`src/rtl/byte_port_pkg.sv`:
```
// Shared types and helpers for the byte port.
// Assumes the mode is static between resets.
package byte_port_pkg;

    typedef enum logic {
        PORT_IN  = 1'b0,
        PORT_OUT = 1'b1
    } port_mode_e;

    // Select decode: select 1 is active high in input mode, active low in output mode.
    function automatic logic port_selected(port_mode_e m, logic s1, logic s2);
        return (m == PORT_OUT) ? (~s1 & s2) : (s1 & s2);
    endfunction

endpackage

```
`src/rtl/bp_edge_sync.sv`:
```
// Synchronizes an asynchronous strobe into the clk domain and flags its falling edge.
// Assumes STAGES >= 2. fall_o is a one-cycle pulse.
module bp_edge_sync #(
    parameter int STAGES = 2
) (
    input  logic clk,
    input  logic rst_n,
    input  logic clr_n,
    input  logic async_i,
    output logic level_o,
    output logic fall_o
);
    localparam int CHAIN = STAGES + 1;

    logic [CHAIN-1:0] chain_q;

    // Shift chain: STAGES synchronizer flops plus one history flop for edge detection.
    always_ff @(posedge clk or negedge clr_n) begin
        if (!clr_n)      chain_q <= '0;
        else if (!rst_n) chain_q <= '0;
        else             chain_q <= {chain_q[CHAIN-2:0], async_i};
    end

    assign level_o = chain_q[STAGES-1];
    assign fall_o  = chain_q[STAGES] & ~chain_q[STAGES-1];

    // a falling-edge flag never lasts two cycles.
    a_r3_fall_single: assert property (@(posedge clk) disable iff (!rst_n || !clr_n)
        fall_o |=> !fall_o);

endmodule

```
`src/rtl/bp_data_reg.sv`:
```
// Port data register: reloads every cycle while load_i is high, else holds.
// Assumes din_i is synchronous or stable while loading.
module bp_data_reg #(
    parameter int WIDTH = 8
) (
    input  logic             clk,
    input  logic             rst_n,
    input  logic             clr_n,
    input  logic             load_i,
    input  logic [WIDTH-1:0] din_i,
    output logic [WIDTH-1:0] q_o
);
    // Data storage with asynchronous clear and synchronous reset.
    always_ff @(posedge clk or negedge clr_n) begin
        if (!clr_n)      q_o <= '0;
        else if (!rst_n) q_o <= '0;
        else if (load_i) q_o <= din_i;
    end

    // a qualified load captures the byte present at that edge.
    a_r2_load_capture: assert property (@(posedge clk) disable iff (!rst_n || !clr_n)
        load_i |=> (q_o == $past(din_i)));

    // without a load the register keeps its value.
    a_r7_hold: assert property (@(posedge clk) disable iff (!rst_n || !clr_n)
        !load_i |=> $stable(q_o));

endmodule

```
`src/rtl/bp_srq_ctl.sv`:
```
// Select decode, output-enable control and the service-request flag for both modes.
// Assumes the selects are synchronous to clk and the mode is static outside reset.
module bp_srq_ctl
    import byte_port_pkg::*;
(
    input  logic clk,
    input  logic rst_n,
    input  logic clr_n,
    input  logic mode_i,
    input  logic sel1_i,
    input  logic sel2_i,
    input  logic fall_i,
    output logic selected_o,
    output logic oe_o,
    output logic srq_o
);
    port_mode_e mode;
    logic       sel_q;
    logic       desel;
    logic       req_q;

    assign mode       = port_mode_e'(mode_i);
    assign selected_o = port_selected(mode, sel1_i, sel2_i);
    assign desel      = sel_q & ~selected_o;
    assign oe_o       = (mode == PORT_OUT) | selected_o;

    // Previous select state, used to find the deselect transition.
    always_ff @(posedge clk or negedge clr_n) begin
        if (!clr_n)      sel_q <= 1'b0;
        else if (!rst_n) sel_q <= 1'b0;
        else             sel_q <= selected_o;
    end

    // Request flag: the set event has priority over the clear event in both modes.
    always_ff @(posedge clk or negedge clr_n) begin
        if (!clr_n)                  req_q <= 1'b0;
        else if (!rst_n)             req_q <= 1'b0;
        else if (mode == PORT_IN) begin
            if (fall_i)              req_q <= 1'b1;
            else if (desel)          req_q <= 1'b0;
        end else begin
            if (desel)               req_q <= 1'b1;
            else if (fall_i)         req_q <= 1'b0;
        end
    end

    // Active request is low in input mode and high in output mode.
    assign srq_o = (mode == PORT_OUT) ? req_q : ~req_q;

    // an input-mode falling strobe raises the request.
    a_r3_in_set: assert property (@(posedge clk) disable iff (!rst_n || !clr_n)
        (!mode_i && fall_i) |=> req_q);

    // an input-mode deselect without a strobe edge drops the request.
    a_r5_in_clear: assert property (@(posedge clk) disable iff (!rst_n || !clr_n)
        (!mode_i && desel && !fall_i) |=> !req_q);

    // an output-mode deselect raises the request.
    a_r8_out_set: assert property (@(posedge clk) disable iff (!rst_n || !clr_n)
        (mode_i && desel) |=> req_q);

    // an output-mode falling strobe drops the request when no deselect coincides.
    a_r8_out_clear: assert property (@(posedge clk) disable iff (!rst_n || !clr_n)
        (mode_i && fall_i && !desel) |=> !req_q);

endmodule

```
`src/rtl/byte_port_hs.sv`:
```
// Top of the mode-selectable byte port. Ties the strobe synchronizer, data register
// and request control together and qualifies register loads by mode and select.
module byte_port_hs
    import byte_port_pkg::*;
#(
    parameter int WIDTH       = 8,
    parameter int SYNC_STAGES = 2
) (
    input  logic             clk,
    input  logic             rst_n,
    input  logic             clr_n,
    input  logic             mode_i,
    input  logic             sel1_i,
    input  logic             sel2_i,
    input  logic             strobe_i,
    input  logic [WIDTH-1:0] data_in,
    output logic [WIDTH-1:0] data_out,
    output logic             data_oe,
    output logic             svc_req_o
);
    logic stb_level;
    logic stb_fall;
    logic selected;
    logic load;

    bp_edge_sync #(.STAGES(SYNC_STAGES)) u_sync (
        .clk     (clk),
        .rst_n   (rst_n),
        .clr_n   (clr_n),
        .async_i (strobe_i),
        .level_o (stb_level),
        .fall_o  (stb_fall)
    );

    bp_srq_ctl u_ctl (
        .clk        (clk),
        .rst_n      (rst_n),
        .clr_n      (clr_n),
        .mode_i     (mode_i),
        .sel1_i     (sel1_i),
        .sel2_i     (sel2_i),
        .fall_i     (stb_fall),
        .selected_o (selected),
        .oe_o       (data_oe),
        .srq_o      (svc_req_o)
    );

    // Load qualification: any strobe in input mode, only a selected strobe in output mode.
    assign load = stb_level & ((port_mode_e'(mode_i) == PORT_IN) | selected);

    bp_data_reg #(.WIDTH(WIDTH)) u_reg (
        .clk    (clk),
        .rst_n  (rst_n),
        .clr_n  (clr_n),
        .load_i (load),
        .din_i  (data_in),
        .q_o    (data_out)
    );

    // output mode always drives.
    a_r6_out_oe: assert property (@(posedge clk) disable iff (!rst_n || !clr_n)
        mode_i |-> data_oe);

    // in input mode, a missing select releases the bus.
    a_r4_in_release: assert property (@(posedge clk) disable iff (!rst_n || !clr_n)
        (!mode_i && !(sel1_i && sel2_i)) |-> !data_oe);

endmodule

```
`config.mk`:
```
export PLATFORM = sky130hd
export DESIGN_NAME = byte_port_hs
export DESIGN_NICKNAME = d
export VERILOG_FILES = /design/src/rtl/byte_port_pkg.sv /design/src/rtl/bp_edge_sync.sv /design/src/rtl/bp_data_reg.sv /design/src/rtl/bp_srq_ctl.sv /design/src/rtl/byte_port_hs.sv
export SDC_FILE = /design/constraint.sdc
export NUM_CORES = 1
export LEC_CHECK = 0
export ABC_CLOCK_PERIOD_IN_PS = 2800
export BUFFER_PORTS_ARGS = -buffer_cell sky130_fd_sc_hd__buf_2
export CELL_PAD_IN_SITES_DETAIL_PLACEMENT = 1
export CELL_PAD_IN_SITES_GLOBAL_PLACEMENT = 1
export CORE_UTILIZATION = 36
export CTS_BUF_LIST = sky130_fd_sc_hd__clkbuf_4 sky130_fd_sc_hd__clkbuf_8 sky130_fd_sc_hd__clkbuf_16
export DETAILED_ROUTE_END_ITERATION = 16
export GPL_TIMING_DRIVEN = 1
export PLACE_DENSITY = 0.8
export SLEW_MARGIN = 5
export SYNTH_ARGS = -nofsm -noshare
export SYNTH_HDL_FRONTEND = slang
export SYNTH_HIERARCHICAL = 1
export SYNTH_SLANG_ARGS = --single-unit
```
`constraint.sdc`:
```
create_clock -name clk -period 2.8 [get_ports clk]
set_input_delay 0.42 -clock clk [delete_from_list [all_inputs] [get_ports clk]]
set_output_delay 0.42 -clock clk [all_outputs]
set_load 0.05 [all_outputs]
```
==> results of run 1 <==
[power by group through the flow]
stage	Clock (mW)	Sequential (mW)	Combinational [mW]
6_report	0.120	0.197	0.0646
5_1_grt	0.139	0.198	0.0705
4_1_cts	0.126	0.197	0.0658
3_5_place_dp	0	0.201	0.0656
3_3_place_gp	0	0.200	0.0636
2_1_floorplan	0	0.211	0.0298
[cell usage in the layout, fill, tap and decap left out, drive strengths merged, types with 2 or more instances in the layout]
cell / Yosys / final
and2: 4 / 4
and3: 2 / 2
buf: 1 / 25
clkbuf: 0 / 4
dfrtp: 13 / 13
inv: 2 / 2
mux2i: 8 / 8
nor2b: 10 / 10
[synthesized netlist by cell type, types with 2 or more instances]
| cell type | number | area (sq um) |
|---|---|---|
| and2_1 | 2 | 12.5 |
| mux2i_1 | 8 | 80.1 |
| nor2b_1 | 10 | 62.6 |
| dfrtp_1 | 13 | 325 |
| inv_1 | 2 | 7.51 |
| and3_1 | 2 | 12.5 |
[worst register-to-register path, cell delays in order, from the launching register on]
cell	delay, ns
dfrtp_1	0.37
a21boi_1	0.16
buf_4	0.21
mux2i_1	0.22
nor2b_1	0.07
[per-layer routing]
| metal | part of all wire | vias to the layer above | GRT usage |
|---|---|---|---|
| li1 | - | 220 | - |
| met1 | 0.42 | 221 | 0.178 |
| met2 | 0.52 | 11 | 0.252 |
| met3 | 0.038 | 2 | 0.0511 |
| met4 | 0.013 | 0 | 0.0750 |
| met5 | 0 | - | 0 |
[cell type report]
type	instances	area share
Sequential cell	13	0.426
Inverter	2	0.00982
Multi-Input combinational cell	34	0.332
Clock buffer	4	0.0393
Tap cell	16	0.0262
Timing Repair Buffer	25	0.167
[worst max-delay path by stage]
stage | end | start | cells after the start
after floorplan | svc_req_o | mode_i | 1
after global placement | data_oe | mode_i | 5
after detailed placement | data_oe | mode_i | 5
after CTS | data_oe | mode_i | 5
after global routing | data_oe | mode_i | 5
final | data_oe | mode_i | 5
[logic make-up after synthesis]
| kind of cell | share of synthesized area |
|---|---|
| xor gates and xnor gates | 0.0293 |
| muxes | 0.134 |
| buffers and inverters | 0.0314 |
| and+or+nand+nor | 0.218 |
| DFF | 0.544 |
| AOI/OAI and AO/OA | 0.0439 |
[through the flow]
stage | instances | hold WS, ns | cell area (sq um) | utilization
floorplan | 50 | 0.124 | 598 | -
global placement | 90 | 0.319 | 734 | 0.482
detailed placement | 90 | 0.319 | 734 | 0.482
CTS | 94 | 0.0218 | 764 | 0.502
global route | 94 | 0.0126 | 764 | 0.502
finish | 94 | 0.0245 | 764 | 0.502
[flip-flops by register name, summed over array words and instances, names as in the netlist]
register,count
u_ctl/req_q,1
u_sync/chain_q,3
u_reg/q_o,8
u_ctl/sel_q,1
==> impl_metrics.json, run 1 <==
{
  "yosysWarnings": 6,
  "syn_inst": 50,
  "die_h_um": 42.8,
  "synth-edff-count": 0,
  "ys_types": 19,
  "async_flop_share": 1.00,
  "rows": 14,
  "grt_pass1_wl_mm": 2.03,
  "via_count": 454,
  "nets": 94,
  "p_switching_mw": 0.0990,
  "grt_start_max_net_pins": 14,
  "drv_cap": 0,
  "worstMarginPinSlew_ns": 0.291,
  "clk_pin_slew_ns": 0.07,
  "rsz0062_at_grt": "false",
  "syn2layout_area_growth_pct": 27.8,
  "grt-ovfl-total": 0,
  "max_stage_delay_ns": 0.21,
  "cp_top_family": "simple AND/OR/NAND/NOR gates",
  "cpMostUsedCell": "buf_2",
  "total_power_mw": 0.382,
  "cp.arrival_ns": 1.32,
  "p_clk_frac": 0.315,
  "finalCriticalPeriod_ns": 1.74,
  "dr.pass1.iters": 3,
  "maxSlewHeadroom": 0.806,
  "postCtsResizedCells": 0,
  "die-width_um": 42.8,
  "outcome": "complete, no violations",
  "fmax_mhz": 576,
  "finalSetupViolCount": 0,
  "tns_ns": 0,
  "post_cts_buffers": 0,
  "drive_gt1_frac": 0.410,
  "routed_wl_mm": 1.15,
  "p_comb_frac": 0.169,
  "drtAntennaViolNets": 0,
  "cts_max_path_buffers": 2,
  "grt_usage": 0.153,
  "slowest_stage": "buf_2",
  "multiInputGateArea_sq_um": 254,
  "clock_latency_ns": 0.27,
  "dieArea_sq_mm": 0.00183,
  "p_seq_frac": 0.516,
  "reg2reg_from": "u_sync/chain_q[1]$_DFF_PN0_",
  "initial_core_util": 0.392,
  "seq_area_frac_synth": 0.544,
  "worstPathMaxFanout": 7,
  "antenna_found_initial": 0,
  "routedWlPerCell_um": 12.2,
  "finalHoldViolations": 0,
  "synthesis.area_sq_um": 598,
  "clock-sinks": 13,
  "slew_viol_final": 0,
  "skew_ns": 0.00256,
  "ir_drop_uv": 329,
  "avgSynthCellArea_sq_um": 12.0,
  "fillerInstances": 184,
  "place_hpwl_um": 906,
  "p_int_mw": 0.283,
  "rrSetupSlack_ns": 1.66,
  "h-tree-depth": 1,
  "globalplace.congestion": 0.738,
  "cts_tree": "built",
  "cts_buffers": 3,
  "worstPathRequired_ns": 2.38,
  "switching_share": 0.260,
  "synth_ff_type": "dfrtp_1",
  "ys_seq_elements": 13,
  "pre_cts_ws_ns": 1.07,
  "min_path_type": "primary input to async pin",
  "antenna_cells": 0,
  "period_share": 0.620,
  "r2r_cells": 4,
  "drtIter0Drc": 8,
  "via_per_inst": 4.83,
  "io_buffers": 24,
  "cts_hold_buf": 0,
  "worst_slack_ns": 1.06,
  "syn_nets": 65,
  "core_area_sq_mm": 0.00152,
  "power_density_mw_per_mm2": 499,
  "critical_path_class": "primary input to output pin",
  "path_buf_inv": 2,
  "grt_pass1_vias": 480,
  "root_buffer": "clkbuf_4",
  "cp-start-kind": "primary input",
  "ios": 25,
  "worstSetupEndpointType": "output pin",
  "path_cells": "buf_2 > xor2_1 > and2_4 > or2_1 > buf_2",
  "regArea_sq_um": 325,
  "p_leak_nw": 0.399,
  "drc": 0,
  "r2r-end": "u_reg/q_o[0]$_DFFE_PN0P_"
}
No activity file was read; power rests on OpenSTA's default activity.
==> run 2: changes to the inputs <==
- ABC_CLOCK_PERIOD_IN_PS: 2800 -> 1500
- CORE_UTILIZATION: 36 -> 30
- PLACE_DENSITY: 0.8 -> 0.71
- clock period: 2.8 -> 1.5 ns (I/O delays scaled with it)
==> run 2 against run 1 <==
Cell count is 12% higher; design area up 3.8%; critical path depth is 3 lower; wire length rose by 6.4%; first-iteration DRC count is 100% lower; largest power group unchanged.
==> impl_metrics.json, run 2 (synthesized netlist as in run 1, its figures left out) <==
{
  "outcome": "complete, no violations",
  "grt_usage": 0.137,
  "worst_slack_ns": 0.187,
  "cp.arrival_ns": 1.09,
  "fin_util": 0.440,
  "cts_buffers": 3,
  "slowest_stage": "dfrtp_1",
  "dr.pass1.iters": 1,
  "skew_ns": 0.000747,
  "holdCritStartpoint": "strobe_i",
  "grt_pass1_wl_mm": 1.95,
  "rows": 15,
  "routedWlPerCell_um": 11.6,
  "critical_path_class": "register to output pin",
  "crit_cells": 2,
  "nets": 96,
  "die-width_um": 46.7,
  "finalCriticalPeriod_ns": 1.31,
  "path_cells": "xnor2_1 > buf_2",
  "via_per_inst": 4.35,
  "power_density_mw_per_mm2": 907,
  "r2r_cells": 4,
  "largest_reg_flops": 8,
  "fmax_mhz": 762,
  "grt-ovfl-total": 0,
  "reg2reg_from": "u_sync/chain_q[1]$_DFF_PN0_",
  "min_path_type": "primary input to register",
  "worstMarginPinSlew_ns": 0.289,
  "worstPathRequired_ns": 1.27,
  "max_stage_delay_ns": 0.41,
  "routed_wl_mm": 1.22,
  "drtIter0Drc": 0,
  "globalplace.congestion": 0.686,
  "fin_hold_ws_ns": 0.160,
  "cp_top_family": "flip-flops",
  "pre_cts_ws_ns": 0.0231,
  "dieArea_sq_mm": 0.00218,
  "slew_viol_final": 0,
  "h-tree-depth": 1,
  "rsz0062_at_grt": "false",
  "drc": 0,
  "hold_depth": 2,
  "worstPathMaxFanout": 3,
  "finalHoldViolations": 0,
  "rrSetupSlack_ns": 0.38,
  "r2r-end": "u_reg/q_o[7]$_DFFE_PN0P_",
  "syn2layout_area_growth_pct": 32.6,
  "drtAntennaViolNets": 0,
  "via_count": 457,
  "grt_start_max_net_pins": 14,
  "path_buf_inv": 1,
  "postCtsResizedCells": 0,
  "die_h_um": 46.7,
  "core_area_sq_mm": 0.00180,
  "cp-start-kind": "register",
  "whs_endpoint": "u_sync/chain_q[0]$_DFF_PN0_",
  "finalSetupViolCount": 0,
  "clock-sinks": 13,
  "maxSlewHeadroom": 0.808,
  "ios": 25,
  "drv_cap": 0,
  "cts_max_path_buffers": 2,
  "root_buffer": "clkbuf_4",
  "clock_latency_ns": 0.27,
  "clk_pin_slew_ns": 0.07,
  "period_share": 0.875,
  "drive_gt1_frac": 0.413,
  "cts_tree": "built",
  "place_hpwl_um": 923,
  "fillerInstances": 234,
  "antenna_found_initial": 0,
  "tns_ns": 0,
  "grt_pass1_vias": 451,
  "final_cell_mix": "buf_2 (24), dfrtp_1 (13), nor2b_1 (10)",
  "ir_drop_uv": 527,
  "worstSetupEndpointType": "output pin",
  "antenna_cells": 0,
  "io_buffers": 24,
  "initial_core_util": 0.332,
  "top_regs": "u_reg/q_o x8, u_sync/chain_q x3",
  "regMostFlops": "u_reg/q_o",
  "final_common_cell": "buf_2",
  "p_leak_nw": 0.408
}
-- run 2: changes by cell type in the layout (fill, tap and decap cells not counted), sizes merged --
cell and change:
dlygate4sd3 +1, buf +1
-- run 2: stage by stage --
stage / power [mW] / instances / instance area [sq um]
floorplan: 0.449 / 50 / 598
finish: 0.720 / 105 / 793
global route: 0.755 / 105 / 793
CTS: 0.737 / 105 / 793
detailed placement: 0.499 / 100 / 753
global placement: 0.495 / 100 / 753
-- run 2: area by class of cell --
type / instances / area, sq um / area share
well taps: 25 / 31.3 / 0.0394
multi-input cells: 34 / 254 / 0.320
clock buffers: 4 / 30.0 / 0.0379
inverters: 2 / 7.51 / 0.00946
flip-flops and latches: 13 / 325 / 0.410
repair buffers: 27 / 145 / 0.183
-- run 2: worst max-delay path by stage --
stage / from / to
after floorplan: u_ctl/req_q$_DFFE_PN0P_ / svc_req_o
after CTS: u_ctl/req_q$_DFFE_PN0P_ / svc_req_o
final: u_ctl/req_q$_DFFE_PN0P_ / svc_req_o
after detailed placement: mode_i / u_reg/q_o[7]$_DFFE_PN0P_
after global placement: mode_i / u_reg/q_o[0]$_DFFE_PN0P_
after global routing: u_ctl/req_q$_DFFE_PN0P_ / svc_req_o
-- run 2: timing repair --
item,4_1_cts,5_1_grt
buffers inserted,0,0
hold buffers,1,0
endpoints found under the hold margin,13,0
-- run 2: where the power goes --
group / internal [mW] / total (mW) / switching, mW
sequential: 0.361 / 0.367 / 0.00569
combinational: 0.0486 / 0.124 / 0.0756
clock: 0.121 / 0.229 / 0.107
-- run 2: metal layers --
| metal | vias to the layer above | routed length (um) | GRT usage |
|---|---|---|---|
| met4 | 0 | 21 | 0.0686 |
| met5 | - | 0 | 0 |
| met2 | 13 | 608 | 0.211 |
| met3 | 2 | 88 | 0.0706 |
| met1 | 217 | 501 | 0.155 |
| li1 | 225 | - | - |
